===== src/rtl/rxb_pkg.sv =====
package rxb_pkg;
    localparam int CHAR_W = 8;

    typedef struct packed {
        logic              brk;
        logic              fe;
        logic              pe;
        logic [CHAR_W-1:0] data;
    } rxb_entry_t;
endpackage


===== src/rtl/rxb_store.sv =====
module rxb_store
    import rxb_pkg::*;
#(
    parameter int DEPTH = 16
) (
    input  logic       clk,
    input  logic       rst_n,
    input  logic       fifo_en,
    input  logic       wr_req,
    input  rxb_entry_t wr_entry,
    input  logic       pop_req,
    input  logic       clr_tags,
    output rxb_entry_t head,
    output logic       not_empty,
    output logic       ovr_evt
);
    localparam int PTR_W = (DEPTH > 1) ? $clog2(DEPTH) : 1;
    localparam int CNT_W = $clog2(DEPTH + 1);

    typedef struct packed {
        rxb_entry_t [DEPTH-1:0] mem;
        logic [PTR_W-1:0]       rd_ptr;
        logic [PTR_W-1:0]       wr_ptr;
        logic [CNT_W-1:0]       cnt;
        logic                   mode;
    } st_t;

    st_t s_q, s_d;

    logic             flush;
    logic             do_pop;
    logic             room;
    logic             accept;
    logic [PTR_W-1:0] slot;
    logic [CNT_W-1:0] cap;

    function automatic logic [PTR_W-1:0] ptr_inc(input logic [PTR_W-1:0] p);
        return (p == PTR_W'(DEPTH - 1)) ? '0 : p + 1'b1;
    endfunction

    always_comb begin
        flush   = (fifo_en != s_q.mode);
        cap     = s_q.mode ? CNT_W'(DEPTH) : CNT_W'(1);
        do_pop  = pop_req && (s_q.cnt != '0);
        room    = (s_q.cnt < cap) || do_pop;
        accept  = wr_req && !flush && (room || !s_q.mode);
        ovr_evt = wr_req && !flush && !room;
        slot    = s_q.mode ? s_q.wr_ptr : '0;

        s_d      = s_q;
        s_d.mode = fifo_en;
        if (flush) begin
            s_d.rd_ptr = '0;
            s_d.wr_ptr = '0;
            s_d.cnt    = '0;
        end else begin
            if (clr_tags && (s_q.cnt != '0)) begin
                s_d.mem[s_q.rd_ptr].pe  = 1'b0;
                s_d.mem[s_q.rd_ptr].fe  = 1'b0;
                s_d.mem[s_q.rd_ptr].brk = 1'b0;
            end
            if (do_pop && s_q.mode) begin
                s_d.rd_ptr = ptr_inc(s_q.rd_ptr);
            end
            if (accept) begin
                s_d.mem[slot] = wr_entry;
                if (s_q.mode) begin
                    s_d.wr_ptr = ptr_inc(s_q.wr_ptr);
                end
            end
            if (s_q.mode) begin
                s_d.cnt = s_q.cnt + CNT_W'(accept) - CNT_W'(do_pop);
            end else if (accept) begin
                s_d.cnt = CNT_W'(1);
            end else if (do_pop) begin
                s_d.cnt = '0;
            end
        end
    end

    always_ff @(posedge clk or negedge rst_n) begin
        if (!rst_n) begin
            s_q <= '0;
        end else begin
            s_q <= s_d;
        end
    end

    assign head      = s_q.mem[s_q.rd_ptr];
    assign not_empty = (s_q.cnt != '0);

    AST_CNT_LIMIT: assert property (@(posedge clk) disable iff (!rst_n)
        s_q.cnt <= CNT_W'(DEPTH));

    AST_SINGLE_HOLD: assert property (@(posedge clk) disable iff (!rst_n)
        !s_q.mode |-> (s_q.cnt <= CNT_W'(1)));

    AST_FULL_KEEP: assert property (@(posedge clk) disable iff (!rst_n)
        (s_q.mode && fifo_en && (s_q.cnt == CNT_W'(DEPTH)) && wr_req && !pop_req)
        |=> ((s_q.cnt == CNT_W'(DEPTH)) && $stable(s_q.wr_ptr)));

    AST_LAST_READ: assert property (@(posedge clk) disable iff (!rst_n)
        (pop_req && (s_q.cnt == CNT_W'(1)) && !wr_req) |=> !not_empty);

    AST_FLUSH_EMPTY: assert property (@(posedge clk) disable iff (!rst_n)
        (fifo_en != s_q.mode) |=> !not_empty);
endmodule


===== src/rtl/rxb_status.sv =====
module rxb_status
    import rxb_pkg::*;
(
    input  logic       clk,
    input  logic       rst_n,
    input  logic       ovr_evt,
    input  logic       rd_stat,
    input  logic       irq_en,
    input  rxb_entry_t head,
    input  logic       not_empty,
    output logic       st_oe,
    output logic       st_pe,
    output logic       st_fe,
    output logic       st_bi,
    output logic       ls_irq
);
    typedef struct packed {
        logic oe;
    } st_t;

    st_t s_q, s_d;

    always_comb begin
        s_d = s_q;
        if (ovr_evt) begin
            s_d.oe = 1'b1;
        end else if (rd_stat) begin
            s_d.oe = 1'b0;
        end
    end

    always_ff @(posedge clk or negedge rst_n) begin
        if (!rst_n) begin
            s_q <= '0;
        end else begin
            s_q <= s_d;
        end
    end

    assign st_oe  = s_q.oe;
    assign st_pe  = not_empty && head.pe;
    assign st_fe  = not_empty && head.fe;
    assign st_bi  = not_empty && head.brk;
    assign ls_irq = irq_en && (st_oe || st_pe || st_fe || st_bi);

    AST_OE_IMMEDIATE: assert property (@(posedge clk) disable iff (!rst_n)
        ovr_evt |=> st_oe);

    AST_OE_CLEARED: assert property (@(posedge clk) disable iff (!rst_n)
        (rd_stat && !ovr_evt) |=> !st_oe);
endmodule


===== src/rtl/rx_char_buffer.sv =====
module rx_char_buffer
    import rxb_pkg::*;
#(
    parameter int DEPTH = 16
) (
    input  logic              clk,
    input  logic              rst_n,
    input  logic              fifo_en,
    input  logic              lsi_en,
    input  logic              rx_valid,
    input  logic [CHAR_W-1:0] rx_data,
    input  logic              rx_par_err,
    input  logic              rx_frm_err,
    input  logic              rx_brk,
    input  logic              rd_buf,
    input  logic              rd_stat,
    output logic [CHAR_W-1:0] buf_data,
    output logic              st_dr,
    output logic              st_oe,
    output logic              st_pe,
    output logic              st_fe,
    output logic              st_bi,
    output logic              ls_irq
);
    rxb_entry_t in_entry;
    rxb_entry_t head;
    logic       not_empty;
    logic       ovr_evt;

    always_comb begin
        in_entry.data = rx_data;
        in_entry.pe   = rx_par_err;
        in_entry.fe   = rx_frm_err;
        in_entry.brk  = rx_brk;
    end

    rxb_store #(
        .DEPTH(DEPTH)
    ) u_store (
        .clk      (clk),
        .rst_n    (rst_n),
        .fifo_en  (fifo_en),
        .wr_req   (rx_valid),
        .wr_entry (in_entry),
        .pop_req  (rd_buf),
        .clr_tags (rd_stat),
        .head     (head),
        .not_empty(not_empty),
        .ovr_evt  (ovr_evt)
    );

    rxb_status u_status (
        .clk      (clk),
        .rst_n    (rst_n),
        .ovr_evt  (ovr_evt),
        .rd_stat  (rd_stat),
        .irq_en   (lsi_en),
        .head     (head),
        .not_empty(not_empty),
        .st_oe    (st_oe),
        .st_pe    (st_pe),
        .st_fe    (st_fe),
        .st_bi    (st_bi),
        .ls_irq   (ls_irq)
    );

    assign buf_data = head.data;
    assign st_dr    = not_empty;
endmodule


===== config.mk =====
export PLATFORM = sky130hd
export DESIGN_NAME = rx_char_buffer
export DESIGN_NICKNAME = d
export VERILOG_FILES = /design/src/rtl/rxb_pkg.sv /design/src/rtl/rxb_store.sv /design/src/rtl/rxb_status.sv /design/src/rtl/rx_char_buffer.sv
export SDC_FILE = /design/constraint.sdc
export NUM_CORES = 1
export LEC_CHECK = 0
export BUFFER_PORTS_ARGS = -buffer_cell sky130_fd_sc_hd__buf_2
export CAP_MARGIN = 10
export CORE_MARGIN = 2
export CORE_UTILIZATION = 48
export CTS_CLUSTER_DIAMETER = 150
export CTS_CLUSTER_SIZE = 10
export DETAILED_ROUTE_END_ITERATION = 8
export PLACE_DENSITY = 0.62
export RECOVER_POWER = 50
export REMOVE_ABC_BUFFERS = 1
export SLEW_MARGIN = 20
export SYNTH_ARGS = -nofsm -noshare
export SYNTH_HDL_FRONTEND = slang
export SYNTH_HIERARCHICAL = 1
export SYNTH_SLANG_ARGS = --single-unit

===== constraint.sdc =====
create_clock -name clk -period 5.1 [get_ports clk]
set_input_delay 0.255 -clock clk [delete_from_list [all_inputs] [get_ports clk]]
set_output_delay 0.255 -clock clk [all_outputs]
set_load 0.005 [all_outputs]

After elaboration in Yosys (flattened, before gate mapping)
Cells that the tools add are included.

cells by class
  add/sub/neg operators = 4
  multiply operators = 0
  div/mod/pow operators = 0
  $lt $le $gt $ge = 5
  eq/ne operators = 3
  shifts and indexed selects = 0
  mux-type cells = 30
  bitwise logic cells = 0
  reduce and logical (&&, ||, !) cells = 27

operators with widths
  cell                   count
  $bwmux W176            4
  $mux W176              3
  $demux W11 S4          4
  $bmux W11 S4           1
  $mux W11               3
  $mux W4                6
  $mux W5                4
  $mux W13               1
  $logic_and A1 B1 Y1    12
  $lt A4 B5 Y1 const B   2
  $mux W10               1
  $mux W9                1
  $add A4 B1 Y4 const B  2
  $eq A4 B4 Y1 const B   2
  $ge A4 B1 Y1 const B   2
  $reduce_bool A2 Y1     4
  $add A5 B1 Y5          1
  $logic_or A1 B1 Y1     5
  $lt A5 B5 Y1           1
  $reduce_bool A5 Y1     1
  $sub A5 B1 Y5          1
  $reduce_bool A4 Y1     1
  $logic_not A1 Y1       3
  $mux W1                2
  2 further kinds        2

storage, ports and cells
  register bits after elaboration = 191
  bits in latches = 0
  bits in writable memories = 0
  memory bits (read-only) = 0
  input bits = 18
  output and inout bits = 14
  logic and storage cells = 138
  memories kept = 0

Depth between registers and ports, before layout
  depth after elaboration = 11
  mapped depth = 18
  mapped depth without buffers = 16

Cells and area by module
Netlist, hierarchy kept.

modules (own cells, without submodules)
  module      times used  cells an instance  area each (um^2)  sequential area each (um^2)
  rxb_store   1           705                9,669.3           4,754.6
  rxb_status  1           9                  77.6              25.0

Worst setup path after synthesis
Ideal clock, no wire load.

  path kind = reg-to-reg
  from = register u_store/s_q[0] (netlist name)
  to = register u_store/s_q[5] (netlist name)
  setup time = 136 ps
  arrival = 3,361 ps
  required time = 4,964 ps
  slack = 1,604 ps
  stages on the path, launching flop included = 17
  path buffers = 1
  clock period less this slack = 3,496 ps
  cells stage by stage = dfrtp_1 inv_1 ha_1 and3b_1 a221oi_2 buf_4 nor2_2 nand2_1 nand3b_1 ha_1 ha_1 fa_1 nand2b_1 a21oi_1 or2_2 a221oi_1 o21ai_0

between the ends
  cells in the longest elaborated chain, start to end = 9
  elaborated cells on any way between the ends = 15
  classes of those cells = add/sub: 2; order compare: 1; eq/ne: 1; mux: 4; reduce/logical: 7

RTL lines
  element                 line             RTL
  start, declared         rxb_store.sv:28  st_t s_q, s_d;
  start signal, assigned  rxb_store.sv:83  s_q <= '0;
  start signal, assigned  rxb_store.sv:85  s_q <= s_d;
  $mux W5                 rxb_store.sv:43  cap = s_q.mode ? CNT_W'(DEPTH) : CNT_W'(1);
  $lt A5 B5 Y1            rxb_store.sv:45  room = (s_q.cnt < cap) || do_pop;
  $logic_or A1 B1 Y1      rxb_store.sv:45
  $logic_or A1 B1 Y1      rxb_store.sv:46  accept = wr_req && !flush && (room || !s_q.mode);
  $logic_and A1 B1 Y1     rxb_store.sv:46
  $add A5 B1 Y5           rxb_store.sv:72  s_d.cnt = s_q.cnt + CNT_W'(accept) - CNT_W'(do_pop);
  $sub A5 B1 Y5           rxb_store.sv:72
  $mux W5                 rxb_store.sv:71  if (s_q.mode) begin
  $mux W13                rxb_store.sv:52  if (flush) begin

Several ways; a longest one is shown, not always the timed one.
A chain may end at the register's enable or synchronous reset.

Final worst setup path
  from = register u_store/s_q[4] (netlist name)
  to = register u_store/s_q[5] (netlist name)

between the ends
  cells in the longest elaborated chain, start to end = 9
  elaborated cells on any way between the ends = 12
  classes of those cells = add/sub: 2; order compare: 1; mux: 3; reduce/logical: 6

RTL lines
  element
  parallel branches: the longest is 9 deep, another holds $lt A5 B5 Y1

Parallel ways; which one is timed is not known.

==> flow_metrics.tcl <==
set metrics [dict create \
    status "complete, but fails checks" \
    violations "max-capacitance violations, max-slew violations" \
    fin_area_mm2 0.01057 \
    die_h_um 146.5 \
    first_global_vias 6146 \
    drv_slew 98 \
    p_int_mw 3.099 \
    n_fill_cell 1654 \
    clkPwrFrac_pct 30.3 \
    avgSynthCellArea_um2 13.65 \
    root_buffer "clkbuf_16" \
    fin_setup_tns_ns 0 \
    vias 5902 \
    grt_max_degree 98 \
    p_leak_nw 4.923 \
    synth_cells 714 \
    yosys_warnings 6 \
    drt-initial-drc-count 505 \
    yosysSeqAreaShare_pct 49.04 \
    end_kind "flop" \
    yosysTopAreaCell "dfrtp_1" \
    viasPerCell 5.902 \
    track_usage_pct 22.01 \
    pre_cts_slack_ns 1.029 \
    cts_buffers 17 \
    setup_viol 0 \
    core_area_mm2 0.02010 \
    synth.distinct_cells 67 \
    crit_type "flop to flop" \
    hold_viol 0 \
    io_pins 32 \
    fmax_ghz 0.2429 \
    post-synth-top-area-fraction_pct 49.04 \
    synthTopCellsByArea "dfrtp_1 (49%), mux4_2 (13%), mux2_2 (7.6%)" \
    worstMarginPinSlew_ns 2.436 \
    grt_pass1_wl_um 35550 \
    synth_area_mm2 0.009747 \
    port_buffers 31 \
    powerDensity_mw_per_mm2 429.7 \
    synth_flop_cell "dfrtp_1" \
    syn_to_final_growth_pct 8.446 \
    use_met1_pct 31.53 \
    met3_usage_pct 4.531 \
    period_share_pct 80.71 \
    fin_crit_ns 4.116 \
    dr.pass1.iters 7 \
    detail-route-antenna-nets 0 \
    r2r_setup_slack_ns 0.98 \
    yosysMostFrequentCell "dfrtp_1" \
    die_w_um 146.5 \
    final.setup.worst_slack_ns 0.9837 \
    yosys-top-cells-count "dfrtp_1 (191), mux2_2 (66), mux2_1 (62)" \
    cts-htree-levels 4 \
    gp_congestion 0.8313 \
    std_cell_rows 52 \
    drive_above_1_share_pct 30.96 \
    crit_fanout 22 \
    cts_tree "built" \
    cp.required_ns 5.40 \
    hpwlAfterDp_um 13710 \
    clk_latency_ns 0.44 \
    cap_violations 1 \
    grt.busiest_layer "met2" \
    overflow 0 \
    post_drt_wl_per_cell_um 22.37 \
    power.switching_mw 1.443 \
    final_nets 753 \
    die-area_mm2 0.02146 \
    seqPwrFrac_pct 42.6 \
    ys_ff_latch 191 \
    gr-usage-met2_pct 34.95 \
    startpoint_type "flop" \
    rsz0062_at_grt "false" \
    regArea_mm2 0.004781 \
    arrival_ns 4.41 \
    drc_errors 0 \
    start_util_pct 48.48 \
    ir_worst_vdd_mv 0.2277 \
    wl_um 22370 \
    place_area_mm2 0.009958 \
    switching_share_pct 31.77 \
    hold_ws_ns 0.1276 \
    clkTransAtPathRegs_ns 0.07 \
    skew_ns 0.01287 \
    max_slew_margin_pct -62.43 \
    clk_path_buf_depth 2 \
    ys_async_sr_fraction_pct 100.0 \
    cts_sinks 191 \
    hp-class "primary input to flop" \
    num_antenna_cells 0 \
    antenna_found_initial 0 \
    multi_input_area_mm2 0.004380 \
    synth_edf_count 0 \
    combPwrFrac_pct 27.0 \
]
## power groups by stage
stage,Sequential (mW),Clock (mW),Combinational [mW]
after floorplan,1.93,0,0.863
after global placement,1.95,0,1.20
after detailed placement,1.97,0,1.23
after CTS,1.94,1.40,1.24
after global routing,1.97,1.47,1.34
final,1.94,1.38,1.23
## routing by layer
metal	up-vias	wire length [um]
li1	2619	-
met4	0	318
met3	24	954
met5	-	0
met2	152	10760
met1	3107	10340
## through the flow
| stage | total power, mW | instances | util [%] |
|---|---|---|---|
| floorplan | 2.796 | 657 | - |
| global placement | 3.143 | 967 | 49.53 |
| detailed placement | 3.198 | 967 | 49.53 |
| CTS | 4.577 | 1000 | 52.65 |
| global route | 4.779 | 1000 | 52.58 |
| finish | 4.542 | 1000 | 52.58 |
## placed cells by master (no fill, tap or decap), drive strengths merged, types with 2 or more instances in the layout
| cell type | n |
|---|---|
| a21oi | 22 |
| a221o | 3 |
| a221oi | 2 |
| and2 | 8 |
| and3 | 6 |
| buf | 35 |
| bufinv | 2 |
| clkbuf | 23 |
| clkinv | 7 |
| dfrtp | 191 |
| dlygate4sd3 | 2 |
| ha | 16 |
| inv | 65 |
| mux2 | 128 |
| mux2i | 2 |
| mux4 | 55 |
| nand2 | 25 |
| nand2b | 11 |
| nand3 | 4 |
| nand3b | 2 |
| nor2 | 13 |
| nor2b | 2 |
| nor3 | 7 |
| nor3b | 3 |
| nor4 | 2 |
| nor4b | 2 |
| o211ai | 11 |
| o21ai | 11 |
| o22ai | 45 |
| o31ai | 4 |
| or2 | 2 |
| xor2 | 2 |
## worst max-delay path: stages (launching register included)
cell and delay [ns]:
dfrtp_1 0.42, inv_1 0.13, ha_1 0.17, or4b_1 0.68
nand2_4 0.17, inv_2 0.25, nor2_2 0.25, nand2_1 0.08
nand3b_1 0.13, ha_1 0.24, ha_1 0.21, fa_1 0.38
nand2b_1 0.12, a21oi_1 0.09, or2_2 0.30, a221oi_1 0.22
o21ai_0 0.13
## final timing paths
check | startpoint | end | cells after the start
min reg2reg | u_store/s_q[184] | u_store/s_q[184] | 1
max in group asynchronous | rst_n | u_store/s_q[184] | 3
max | u_store/s_q[4] | u_store/s_q[5] | 16
min | rd_stat | u_status/st_oe | 3
max reg2reg | u_store/s_q[4] | u_store/s_q[5] | 16
min in group asynchronous | rst_n | u_store/s_q[17] | 2
## layout make-up
class | instances | area share [%]
inverter | 61 | 2.166
sequential | 191 | 45.23
tap | 270 | 3.196
timing repair buffer | 42 | 2.225
clock inverter | 13 | 1.681
clock buffer | 18 | 4.060
multi-input combinational | 405 | 41.44
## state kept, by name (all words and copies together) (netlist names)
name	count
u_store/s_q	190
u_status/st_oe	1
## what timing repair did
action	CTS	global route
hold endpoints to repair	96	0
resized for setup	0	0
hold buffers	2	0
setup buffers	0	0
## logic make-up (layout without fill, tap and decap cells)
kind of cell / count (synthesis) / after routing / synth area share (%)
multiplexers: 185 / 185 / 27.70
AO/OA/AOI/OAI: 109 / 109 / 9.281
buffers and inverters: 118 / 134 / 6.136
AND/OR/NAND/NOR: 91 / 91 / 5.315
flip-flops: 191 / 191 / 49.04
adder cells (fa/ha/maj): 17 / 17 / 2.259
XOR/XNOR: 3 / 3 / 0.2696
Power figures use the tool's default switching activity.
